$ cat config.mk
export PLATFORM = sky130hd
export DESIGN_NAME = lk_alu
export DESIGN_NICKNAME = d
export VERILOG_FILES = /design/src/rtl/lk_alu_pkg.sv /design/src/rtl/lk_cla_group.sv /design/src/rtl/lk_cla_tree.sv /design/src/rtl/lk_logic_unit.sv /design/src/rtl/lk_alu.sv
export SDC_FILE = /design/constraint.sdc
export NUM_CORES = 1
export LEC_CHECK = 0
export BUFFER_PORTS_ARGS = -buffer_cell sky130_fd_sc_hd__buf_4
export CELL_PAD_IN_SITES_DETAIL_PLACEMENT = 0
export CELL_PAD_IN_SITES_GLOBAL_PLACEMENT = 1
export CORE_ASPECT_RATIO = 0.75
export CORE_UTILIZATION = 45
export DETAILED_ROUTE_END_ITERATION = 12
export GPL_ROUTABILITY_DRIVEN = 0
export GPL_TIMING_DRIVEN = 1
export PLACE_DENSITY = 0.87
export SLEW_MARGIN = 40
export SYNTH_ARGS = -nofsm -noshare
export SYNTH_HDL_FRONTEND = slang
export SYNTH_SLANG_ARGS = --single-unit
$ cat constraint.sdc
create_clock -name vclk -period 9.3
set_input_delay 1.86 -clock vclk [all_inputs]
set_output_delay 1.86 -clock vclk [all_outputs]
set_load 0.01 [all_outputs]
$ cat src/rtl/lk_alu_pkg.sv
package lk_alu_pkg;

  typedef enum logic [2:0] {
    OP_ADD = 3'b000,
    OP_SUB = 3'b001,
    OP_AND = 3'b010,
    OP_OR  = 3'b011,
    OP_XOR = 3'b100,
    OP_NOR = 3'b101
  } alu_op_e;

  function automatic logic is_arith(input logic [2:0] code);
    return (code == OP_ADD) || (code == OP_SUB);
  endfunction

endpackage

$ cat src/rtl/lk_cla_group.sv
// One lookahead group: per-bit generate/propagate, carries inside the
// group from flattened lookahead terms, and group generate/propagate.
module lk_cla_group #(
  parameter int GW = 4
) (
  input  logic [GW-1:0] a,
  input  logic [GW-1:0] b,
  input  logic          cin,
  output logic [GW-1:0] sum,
  output logic          grp_g,
  output logic          grp_p
);

  logic [GW-1:0] bit_g;
  logic [GW-1:0] bit_p;
  logic [GW-1:0] bit_x;
  logic [GW-1:0] carry;

  assign bit_g = a & b;
  assign bit_p = a | b;
  assign bit_x = a ^ b;

  // carry[k] = OR over j<k of (g[j] AND p[j+1..k-1]) OR (cin AND p[0..k-1])
  always_comb begin
    logic acc;
    logic term;
    carry    = '0;
    carry[0] = cin;
    for (int k = 1; k < GW; k++) begin
      acc = 1'b0;
      for (int j = 0; j < k; j++) begin
        term = bit_g[j];
        for (int m = j + 1; m < k; m++) term = term & bit_p[m];
        acc = acc | term;
      end
      term = cin;
      for (int m = 0; m < k; m++) term = term & bit_p[m];
      carry[k] = acc | term;
    end
  end

  always_comb begin
    logic term;
    grp_g = 1'b0;
    for (int j = 0; j < GW; j++) begin
      term = bit_g[j];
      for (int m = j + 1; m < GW; m++) term = term & bit_p[m];
      grp_g = grp_g | term;
    end
  end

  assign grp_p = &bit_p;
  assign sum   = bit_x ^ carry;

endmodule

$ cat src/rtl/lk_cla_tree.sv
// Second-level lookahead: group carries from group G/P, plus a pairwise
// G/P reduction whose root yields the final carry-out.
module lk_cla_tree #(
  parameter int NG = 4
) (
  input  logic [NG-1:0] gg,
  input  logic [NG-1:0] gp,
  input  logic          cin,
  output logic [NG-1:0] gcin,
  output logic          cout
);

  localparam int LV = (NG > 1) ? $clog2(NG) : 1;

  logic [LV:0][NG-1:0] lg;
  logic [LV:0][NG-1:0] lp;

  always_comb begin
    logic acc;
    logic term;
    gcin    = '0;
    gcin[0] = cin;
    for (int k = 1; k < NG; k++) begin
      acc = 1'b0;
      for (int j = 0; j < k; j++) begin
        term = gg[j];
        for (int m = j + 1; m < k; m++) term = term & gp[m];
        acc = acc | term;
      end
      term = cin;
      for (int m = 0; m < k; m++) term = term & gp[m];
      gcin[k] = acc | term;
    end
  end

  assign lg[0] = gg;
  assign lp[0] = gp;

  for (genvar l = 0; l < LV; l++) begin : g_lvl
    for (genvar i = 0; i < NG; i++) begin : g_node
      if (i < (NG >> (l + 1))) begin : g_pair
        assign lg[l+1][i] = lg[l][2*i+1] | (lp[l][2*i+1] & lg[l][2*i]);
        assign lp[l+1][i] = lp[l][2*i+1] & lp[l][2*i];
      end else begin : g_idle
        assign lg[l+1][i] = 1'b0;
        assign lp[l+1][i] = 1'b0;
      end
    end
  end

  assign cout = lg[LV][0] | (lp[LV][0] & cin);

endmodule

$ cat src/rtl/lk_logic_unit.sv
module lk_logic_unit
  import lk_alu_pkg::*;
#(
  parameter int W = 16
) (
  input  logic [W-1:0] a,
  input  logic [W-1:0] b,
  input  logic [2:0]   op,
  output logic [W-1:0] y
);

  always_comb begin
    case (op)
      OP_AND:  y = a & b;
      OP_OR:   y = a | b;
      OP_XOR:  y = a ^ b;
      OP_NOR:  y = ~(a | b);
      default: y = '0;
    endcase
  end

endmodule

$ cat src/rtl/lk_alu.sv
module lk_alu
  import lk_alu_pkg::*;
#(
  parameter int WIDTH   = 16,
  parameter int GROUP_W = 4
) (
  input  logic [WIDTH-1:0] opa,
  input  logic [WIDTH-1:0] opb,
  input  logic [2:0]       op_sel,
  output logic [WIDTH-1:0] result,
  output logic             carry_out,
  output logic             ovf
);

  localparam int NG  = WIDTH / GROUP_W;
  localparam int MSB = WIDTH - 1;

  logic             do_sub;
  logic             do_arith;
  logic [WIDTH-1:0] b_eff;
  logic [WIDTH-1:0] sum;
  logic [NG-1:0]    gg;
  logic [NG-1:0]    gp;
  logic [NG-1:0]    gcin;
  logic             add_cout;
  logic [WIDTH-1:0] logic_y;
  logic             ovf_add;
  logic             ovf_sub;

  assign do_sub   = (op_sel == OP_SUB);
  assign do_arith = is_arith(op_sel);
  assign b_eff    = opb ^ {WIDTH{do_sub}};

  for (genvar i = 0; i < NG; i++) begin : g_grp
    lk_cla_group #(.GW(GROUP_W)) u_grp (
      .a     (opa[i*GROUP_W +: GROUP_W]),
      .b     (b_eff[i*GROUP_W +: GROUP_W]),
      .cin   (gcin[i]),
      .sum   (sum[i*GROUP_W +: GROUP_W]),
      .grp_g (gg[i]),
      .grp_p (gp[i])
    );
  end

  lk_cla_tree #(.NG(NG)) u_tree (
    .gg   (gg),
    .gp   (gp),
    .cin  (do_sub),
    .gcin (gcin),
    .cout (add_cout)
  );

  lk_logic_unit #(.W(WIDTH)) u_logic (
    .a  (opa),
    .b  (opb),
    .op (op_sel),
    .y  (logic_y)
  );

  assign ovf_add = (~opa[MSB] & ~opb[MSB] &  sum[MSB]) |
                   ( opa[MSB] &  opb[MSB] & ~sum[MSB]);
  assign ovf_sub = (~opa[MSB] &  opb[MSB] &  sum[MSB]) |
                   ( opa[MSB] & ~opb[MSB] & ~sum[MSB]);

  assign result    = do_arith ? sum : logic_y;
  assign carry_out = do_arith & add_cout;
  assign ovf       = do_arith & (do_sub ? ovf_sub : ovf_add);

endmodule

# == Word-level counts from Yosys, hierarchy flattened ==
# Cells that the tools add are included.
# Widths: inputs -> output; s select.
# classes
reduce_logical,6
bitwise_logic,129
mux,3
eq_ne,5
# op_table
operator,count
$pmux 16 s4,1
$and 1x1->1,58
$or 1x1->1,47
$xor 16x16->16,2
$xor 4x4->4,8
$and 16x16->16,1
$and 4x4->4,4
$mux 16,1
$not 16->16,1
$or 16x16->16,1
$or 4x4->4,4
$reduce_and 4->1,4
$eq 3x2->1 const B,2
$eq 3x3->1 const B,2
$eq 3x1->1 const B,1
$logic_not 3->1,1
$not 1->1,3
$logic_or 1x1->1,1
$mux 1,1
# word_totals
ff_bits,0

# == Longest topological paths before layout ==
# Gate-level depths: netlist of the first run.
# depth
depth_word,24
ltp_mapped,17
mapped_depth_nobuf,15

# == Hierarchy ==
# Synthesis of the first run repeated with hierarchy kept, for this count alone.
# unflattened
cells_unflattened,343
area_unflattened_um2,2726.4
# by_module_without_submodules
module,instances,area_each_um2,cells_per_inst
lk_logic_unit,1,1138.6,139
lk_cla_group,4,277.8,39
lk_alu,1,430.4,42
lk_cla_tree,1,46.3,6

# == Least setup slack after synthesis of the first run ==
# No wires, ideal clock.
# synth_path
kind,input port to output port
from,input op_sel[2]
to,output result[13]
arrival_ns,5.461
n_path_buf,2
cell_stages,16
path_slack_ns,1.979
path_cell_list,nor2_1 and2_1 clkbuf_1 buf_1 xnor2_1 inv_1 ha_1 or4_1 a211oi_2 nor2_1 o221a_2 fa_1 xor2_1 nor2_1 a21oi_1 o22ai_1
# synth_between
elab_chain_len,18
word_cells_on_any_way,61
# synth_rtl
item,line,source
from (decl),lk_alu.sv:9,"input logic [2:0] op_sel,"
$eq 3x1->1,"lk_alu_pkg.sv:13, lk_alu.sv:30",
$xor 16x16->16,lk_alu.sv:32,assign b_eff = opb ^ {WIDTH{do_sub}};
$and 4x4->4 or $or 4x4->4 (tied branches),"lk_cla_group.sv:19, lk_cla_group.sv:20",
$and 1x1->1 (3 in a row),lk_cla_group.sv:47,for (int m = j + 1; m < GW; m++) term = term & bit_p[m];
$or 1x1->1 (3 in a row),lk_cla_group.sv:48,grp_g = grp_g | term;
$and 1x1->1 (2 in a row),lk_cla_tree.sv:27,for (int m = j + 1; m < k; m++) term = term & gp[m];
$or 1x1->1 (2 in a row),lk_cla_tree.sv:28,acc = acc | term;
$or 1x1->1,lk_cla_tree.sv:32,gcin[k] = acc | term;
$and 1x1->1,lk_cla_group.sv:37,for (int m = 0; m < k; m++) term = term & bit_p[m];
$or 1x1->1,lk_cla_group.sv:38,carry[k] = acc | term;
$xor 4x4->4,lk_cla_group.sv:53,assign sum = bit_x ^ carry;
$mux 16 (*),lk_alu.sv:65,assign result = do_arith ? sum : logic_y;
to (decl),lk_alu.sv:10,"output logic [WIDTH-1:0] result,"
# Every way passes the cells marked *; elsewhere a longest branch is shown, timed or not.

# == Worst setup path after layout of the first run ==
# layout_path
from,input op_sel[0]
to,output result[13]
# Same word-level chain as after synthesis.

==> results of run 1 <==
cell usage in the layout (no fill, tap or decap), types with 2 or more instances in the layout:
master | synthesis | layout
ha_1 | 64 | 64
inv_1 | 62 | 62
buf_4 | 0 | 53
a21oi_1 | 23 | 23
nor2_1 | 20 | 20
xnor2_1 | 20 | 20
mux2i_1 | 19 | 19
nand2_1 | 16 | 16
o21ai_0 | 13 | 13
o22ai_1 | 12 | 12
xor2_1 | 7 | 7
nand2b_1 | 5 | 5
and2_1 | 5 | 4
or4_1 | 3 | 3
nor3_1 | 3 | 3
mux2_2 | 3 | 3
a21o_1 | 3 | 3
fa_1 | 3 | 3
nor2b_1 | 2 | 2
o31ai_1 | 2 | 2
o32ai_1 | 2 | 2
o21bai_1 | 2 | 2
per-layer routing:
layer  part of all wire [%]  wire [um]
met1                     55       2740
met2                     41       2020
met3                    3.3        161
met4                   0.30         15
met5                      0          0
synth_stat cells (3+ instances only):
cell	count
clkbuf_1	8
ha_1	64
o22ai_1	12
mux2i_1	19
nor3_1	3
o21ai_0	13
buf_1	5
a21oi_1	23
a21o_1	3
nand2_1	16
xnor2_1	20
nand2b_1	5
and2_1	5
mux2_2	3
nor2_1	20
fa_1	3
inv_1	62
xor2_1	7
or4_1	3
path summary, 6_finish.rpt:
kind / startpoint / endpoint / slack, ns / depth (start not counted)
setup / recovery: op_sel[0] / result[13] / 1.70 / 15
hold / removal: op_sel[2] / ovf / 4.21 / 3
worst max-delay path, stage by stage:
cell and delay [ns]:
buf_4 0.46, and2_2 0.57, xnor2_1 0.20, inv_1 0.10
ha_1 0.21, or4_1 0.53, a211oi_2 0.24, nor2_1 0.15
o221a_2 0.33, fa_1 0.45, xor2_1 0.16, nor2_1 0.09
a21oi_1 0.05, o22ai_1 0.17, buf_4 0.16
logic make-up (layout without fill, tap and decap cells):
| kind of cell | Yosys count | count (layout) |
|---|---|---|
| buffers and inverters | 75 | 115 |
| AO/OA/AOI/OAI | 70 | 70 |
| adder cells (fa/ha/maj) | 67 | 67 |
| AND/OR/NAND/NOR | 60 | 60 |
| XOR/XNOR | 27 | 27 |
| multiplexers | 22 | 22 |
power breakdown:
| group | switching (mW) | internal (mW) |
|---|---|---|
| sequential | 0 | 0 |
| clock | 0 | 0 |
| combinational | 0.0840 | 0.0783 |
area by class of cell:
type | instances | area share [%]
inverters | 62 | 8.36
multi-input cells | 246 | 74.6
well taps | 60 | 2.70
repair buffers | 53 | 14.3
per-stage QoR:
stage                     std cells  utilization [%]  worst slack, ns  instance area [um^2]
after floorplan                 321                -             1.98                  2360
after global placement          421             56.1             1.49                  2780
after detailed placement        421             56.2             1.65                  2780
after CTS                       421             56.2             1.65                  2780
after global routing            421             56.2             1.39                  2780
final                           421             56.2             1.70                  2780
==> metrics.md, run 1 <==
| Metric | Value |
|---|---|
| CTS Hold Buffers Added | 0 |
| Post-synthesis mux area share | 9.50% |
| Period minus WS final | 7.60 ns |
| Overall power | around 0.16 mW |
| DRT Wirelength | between 4000 and 5000 um |
| DRC Markers | 0 |
| Clock Buffer Count | 0 |
| Unrepaired setup endpoints after global routing | no |
| Crit path DAT | 5.74 ns |
| VDD IR-drop max | 0.0000245 V |
| # rows | 22 |
| Vias in the first global route | 1961 |
| Total Die Area | 5530 um^2 |
| Grt ovf | 0 |
| Sequential area share after synthesis | 0% |
| Via density | 4.94 |
| Post-synth net total | 423 |
| P&R area growth vs syn | 18.0% |
| Period utilization | 81.8% |
| Vias | about 2.1k |
| Average cell area after synthesis | approximately 7.3 um^2 |
| Multi-input gate area | 2080 um^2 |
| Synth Area in XOR/XNOR | 10.0% |
| Post-synth top area cell | ha_1 |
| P_leak | 1.53 nW |
| # Post-CTS Setup Buffers | 0 |
| Crit path max fanout | 50 |
| Synth Cell Area | 2360 um^2 |
| Simple-gate share of the synthesized area | 12.9% |
| Register area | 0 um^2 |
| Min Hold Slack | 4.21 ns |
| Adder-cell area share of the yosys netlist | 36.5% |
| Area contributors post-synth | ha_1 34%, inv_1 9.9%, mux2i_1 8.1%, xnor2_1 7.4%, a21oi_1 4.9% |
| CORE AREA | 4950 um^2 |
| Die Span X | 85.6 um |
| First-pass GRT wire length | 8600 um |
| Status | finished clean |
| # fillers | 498 |
| FMAX | 132 MHz |
| Final nets | 465 |
| I/O pin count | 53 |
| Initial drt markers | 47 |
| Port buffer count | between 50 and 60 |
| GR Layer Usage met1 | 26.6% |
| Worst Setup End Kind | primary output |
| FFs & Latches | 0 |
| Antenna violations before repair | 0 |
| Pwr dens | 58.3 nW/um^2 |
| Routed WL per cell | 11.7 um |
| Normalized max-slew margin | 62.6% |
| Met2 global-route usage | 32.0% |
| Tot GR Track Use | 18.4% |
| Hold Crit Class | in2out |
| Share of layout cells above drive strength 1 | 17.5% |
| Fin. Hold Viols | 0 |
| Starting Density | about 48% |
| Max Cap Violations | 0 |
| Fin Setup TNS | 0 ns |
| Final ANT Viol Nets | 0 |
| GRT busiest layer | met2 |
| Cells after Synth | 321 |
| Startpoint types | primary input |
| Critical path data required time | 7.44 ns |
| Ant diodes | 0 |
| Synth Area in Compound Gates | 19.1% |
| Detail Placement HPWL | ~4100 um |
| Final setup fails | 0 |
| Post-synth cell types | 42 |
| Ys Warns | 0 |
| Pin count of the biggest net entering global routing | 51 |
| Post-cts resize count | 0 |
| DRT Pass-1 Iters | 4 |
| Main combinational cell family by area after synthesis | adder cells |
| Post-synth top area share | approximately 34% |
| Critical path type | in2out |
| Chip height | 64.7 um |
| Final max-slew violation count | 0 |
| Slew @ Worst Pin | 0.561 ns |
| M3 GR Usage | 0.510% |
No activity file was read; power rests on OpenSTA's default activity.
==> run 2: changes to the inputs <==
--- a/config.mk
+++ b/config.mk
@@ -9,11 +9,11 @@
 export CELL_PAD_IN_SITES_DETAIL_PLACEMENT = 0
 export CELL_PAD_IN_SITES_GLOBAL_PLACEMENT = 1
 export CORE_ASPECT_RATIO = 0.75
-export CORE_UTILIZATION = 45
+export CORE_UTILIZATION = 42
 export DETAILED_ROUTE_END_ITERATION = 12
 export GPL_ROUTABILITY_DRIVEN = 0
 export GPL_TIMING_DRIVEN = 1
-export PLACE_DENSITY = 0.87
+export PLACE_DENSITY = 0.82
 export SLEW_MARGIN = 40
 export SYNTH_ARGS = -nofsm -noshare
 export SYNTH_HDL_FRONTEND = slang
==> constraint.sdc (replaced) <==
create_clock -name vclk -period 7.05
set_input_delay 1.41 -clock vclk [all_inputs]
set_output_delay 1.41 -clock vclk [all_outputs]
set_load 0.01 [all_outputs]
==> run 2 against run 1 <==
Against the previous run:
- critical path depth grew 1
- die area grew 6.9%
- sequential cell count is the same
- largest cell class unchanged
==> metrics.md, run 2 (same netlist as run 1, synthesis figures left out) <==
| Metric | Value |
|---|---|
| Status | finished clean (unchanged) |
| FFs & Latches | 0 (unchanged) |
| Routed WL per cell | 12.4 um (was 11.7 um) |
| Chip height | 66.9 um (was 64.7 um) |
| Die Span X | 88.5 um (was 85.6 um) |
| Final nets | 468 (was 465) |
| Unrepaired setup endpoints after global routing | no (unchanged) |
| Clock network power share | 0% (about the same) |
| Pwr dens | 77.0 nW/um^2 (was 58.3 nW/um^2) |
| Sw Ratio | 51.9% (was 51.7%) |
| Ant diodes | 0 (unchanged) |
| P&R area growth vs syn | 19.7% (was 18.0%) |
| Vias in the first global route | 2017 (was 1961) |
| Fin. Hold Viols | 0 (unchanged) |
| Initial drt markers | 35 (was 47) |
| Slew @ Worst Pin | 0.574 ns (was 0.561 ns) |
| Overall power | 0.217 mW (was 0.162 mW) |
| Gate power share | 100.0% (about the same) |
| Hold Crit Class | in2out (unchanged) |
| Sequential group share of total power | 0% (about the same) |
| Pin count of the biggest net entering global routing | 50 (was 51) |
| VDD IR-drop max | 0.0000346 V (was 0.0000245 V) |
| Total Die Area | 5920 um^2 (was 5530 um^2) |
| P_leak | 1.55 nW (was 1.53 nW) |
| Crit path DAT | 5.15 ns (was 5.74 ns) |
| Max Cap Violations | 0 (unchanged) |
| Grt ovf | 0 (unchanged) |
| DP Area | 2820 um^2 (was 2780 um^2) |
| Crit path max fanout | 23 (was 50) |
| Clock Buffer Count | 0 (unchanged) |
| FMAX | 152 MHz |
| First-pass GRT wire length | 9120 um (was 8600 um) |
| # rows | 23 (was 22) |
| Commonest non-fill, non-tap cell in the layout | ha_1 (unchanged) |
| Placed cell count | 439 (was 421) |
| Pre-CTS setup slack | 0.477 ns (was 1.65 ns) |
| Post-route design area | 2820 um^2 (was 2780 um^2) |
| Post-cts resize count | 0 (unchanged) |
| Port buffer count | 53 (unchanged) |
| DRT Pass-1 Iters | 4 (unchanged) |
| CORE AREA | 5380 um^2 (was 4950 um^2) |
| Final setup fails | 0 (unchanged) |
| Commonest non-fill, non-tap cells in the layout | 64 x ha_1, 62 x inv_1, 56 x buf_4, 23 x a21oi_1 (was 64 x ha_1, 62 x inv_1, 53 x buf_4, 23 x a21oi_1) |
| Antenna violations before repair | 0 (unchanged) |
| Critical path data required time | 5.64 ns (was 7.44 ns) |
| Starting Density | 43.8% (was 47.6%) |
| Via density | 4.92 (was 4.94) |
| # Post-CTS Setup Buffers | 0 (unchanged) |
| Normalized max-slew margin | 61.7% (was 62.6%) |
| Register area | 0 um^2 (unchanged) |
| Final max-slew violation count | 0 (unchanged) |
| DRC Markers | 0 (unchanged) |
| Vias | 2158 (was 2078) |
| Worst Setup End Kind | primary output (unchanged) |
| Critical path type | in2out (unchanged) |
| Share of layout cells above drive strength 1 | 17.9% (was 17.5%) |
| Post-Layout Cell Count | 439 (was 421) |
| Detail Placement HPWL | 4410 um (was 4090 um) |
| Min Hold Slack | 3.28 ns (was 4.21 ns) |
| Period minus WS final | 6.56 ns |
| Internal | 0.104 mW (was 0.0783 mW) |
| Startpoint types | primary input (unchanged) |
| Period utilization | 93.0% |
| Fin Setup TNS | 0 ns (unchanged) |
| I/O pin count | 53 (unchanged) |
| Switching pwr | 0.113 mW (was 0.0840 mW) |
| Final ANT Viol Nets | 0 (unchanged) |
| Tot GR Track Use | 18.7% (was 18.4%) |
| Utilization after layout | 52.5% (was 56.2%) |
| Setup ws final | 0.492 ns (was 1.70 ns) |
| DRT Wirelength | 5430 um (was 4940 um) |
| CTS Hold Buffers Added | 0 (unchanged) |
-- run 2: changes by cell type in the layout (fill, tap and decap cells not counted), sizes merged --
| cell | previous run | this run |
|---|---|---|
| buf | 53 | 56 |
-- run 2: power by group through the flow --
stage	clock network, mW	logic, mW	registers, mW
finish	0	0.217	0
global placement	0	0.216	0
global route	0	0.246	0
CTS	0	0.219	0
detailed placement	0	0.218	0
floorplan	0	0.147	0
-- run 2: critical path: stages --
cell      delay [ns]
buf_4           0.21
nor2_1          0.26
and2_1          0.43
xnor2_1         0.20
inv_1           0.10
ha_1            0.22
or4_1           0.53
a211oi_2        0.25
nor2_1          0.15
o221a_2         0.33
fa_1            0.43
xor2_1          0.16
nor2_1          0.09
a21oi_1         0.04
o22ai_1         0.18
buf_4           0.16
-- run 2: cell type report --
cell class                      count  area, um^2
Tap cell                           75        93.8
Fill cell                         562        2560
Inverter                           62         233
Timing Repair Buffer               56         420
Multi-Input combinational cell    246        2080
-- run 2: layer usage --
| metal | share of wire (%) | up-vias | track usage, % |
|---|---|---|---|
| met4 | 0.26 | 0 | 1.01 |
| li1 | - | 1148 | - |
| met3 | 3.1 | 2 | 0.372 |
| met2 | 41 | 43 | 31.1 |
| met5 | 0 | - | 0 |
| met1 | 56 | 965 | 27.9 |
-- run 2: path summary, 6_finish.rpt --
check             startpoint  cells after the start         end
hold / removal     op_sel[1]                      4  result[11]
setup / recovery   op_sel[2]                     16  result[13]
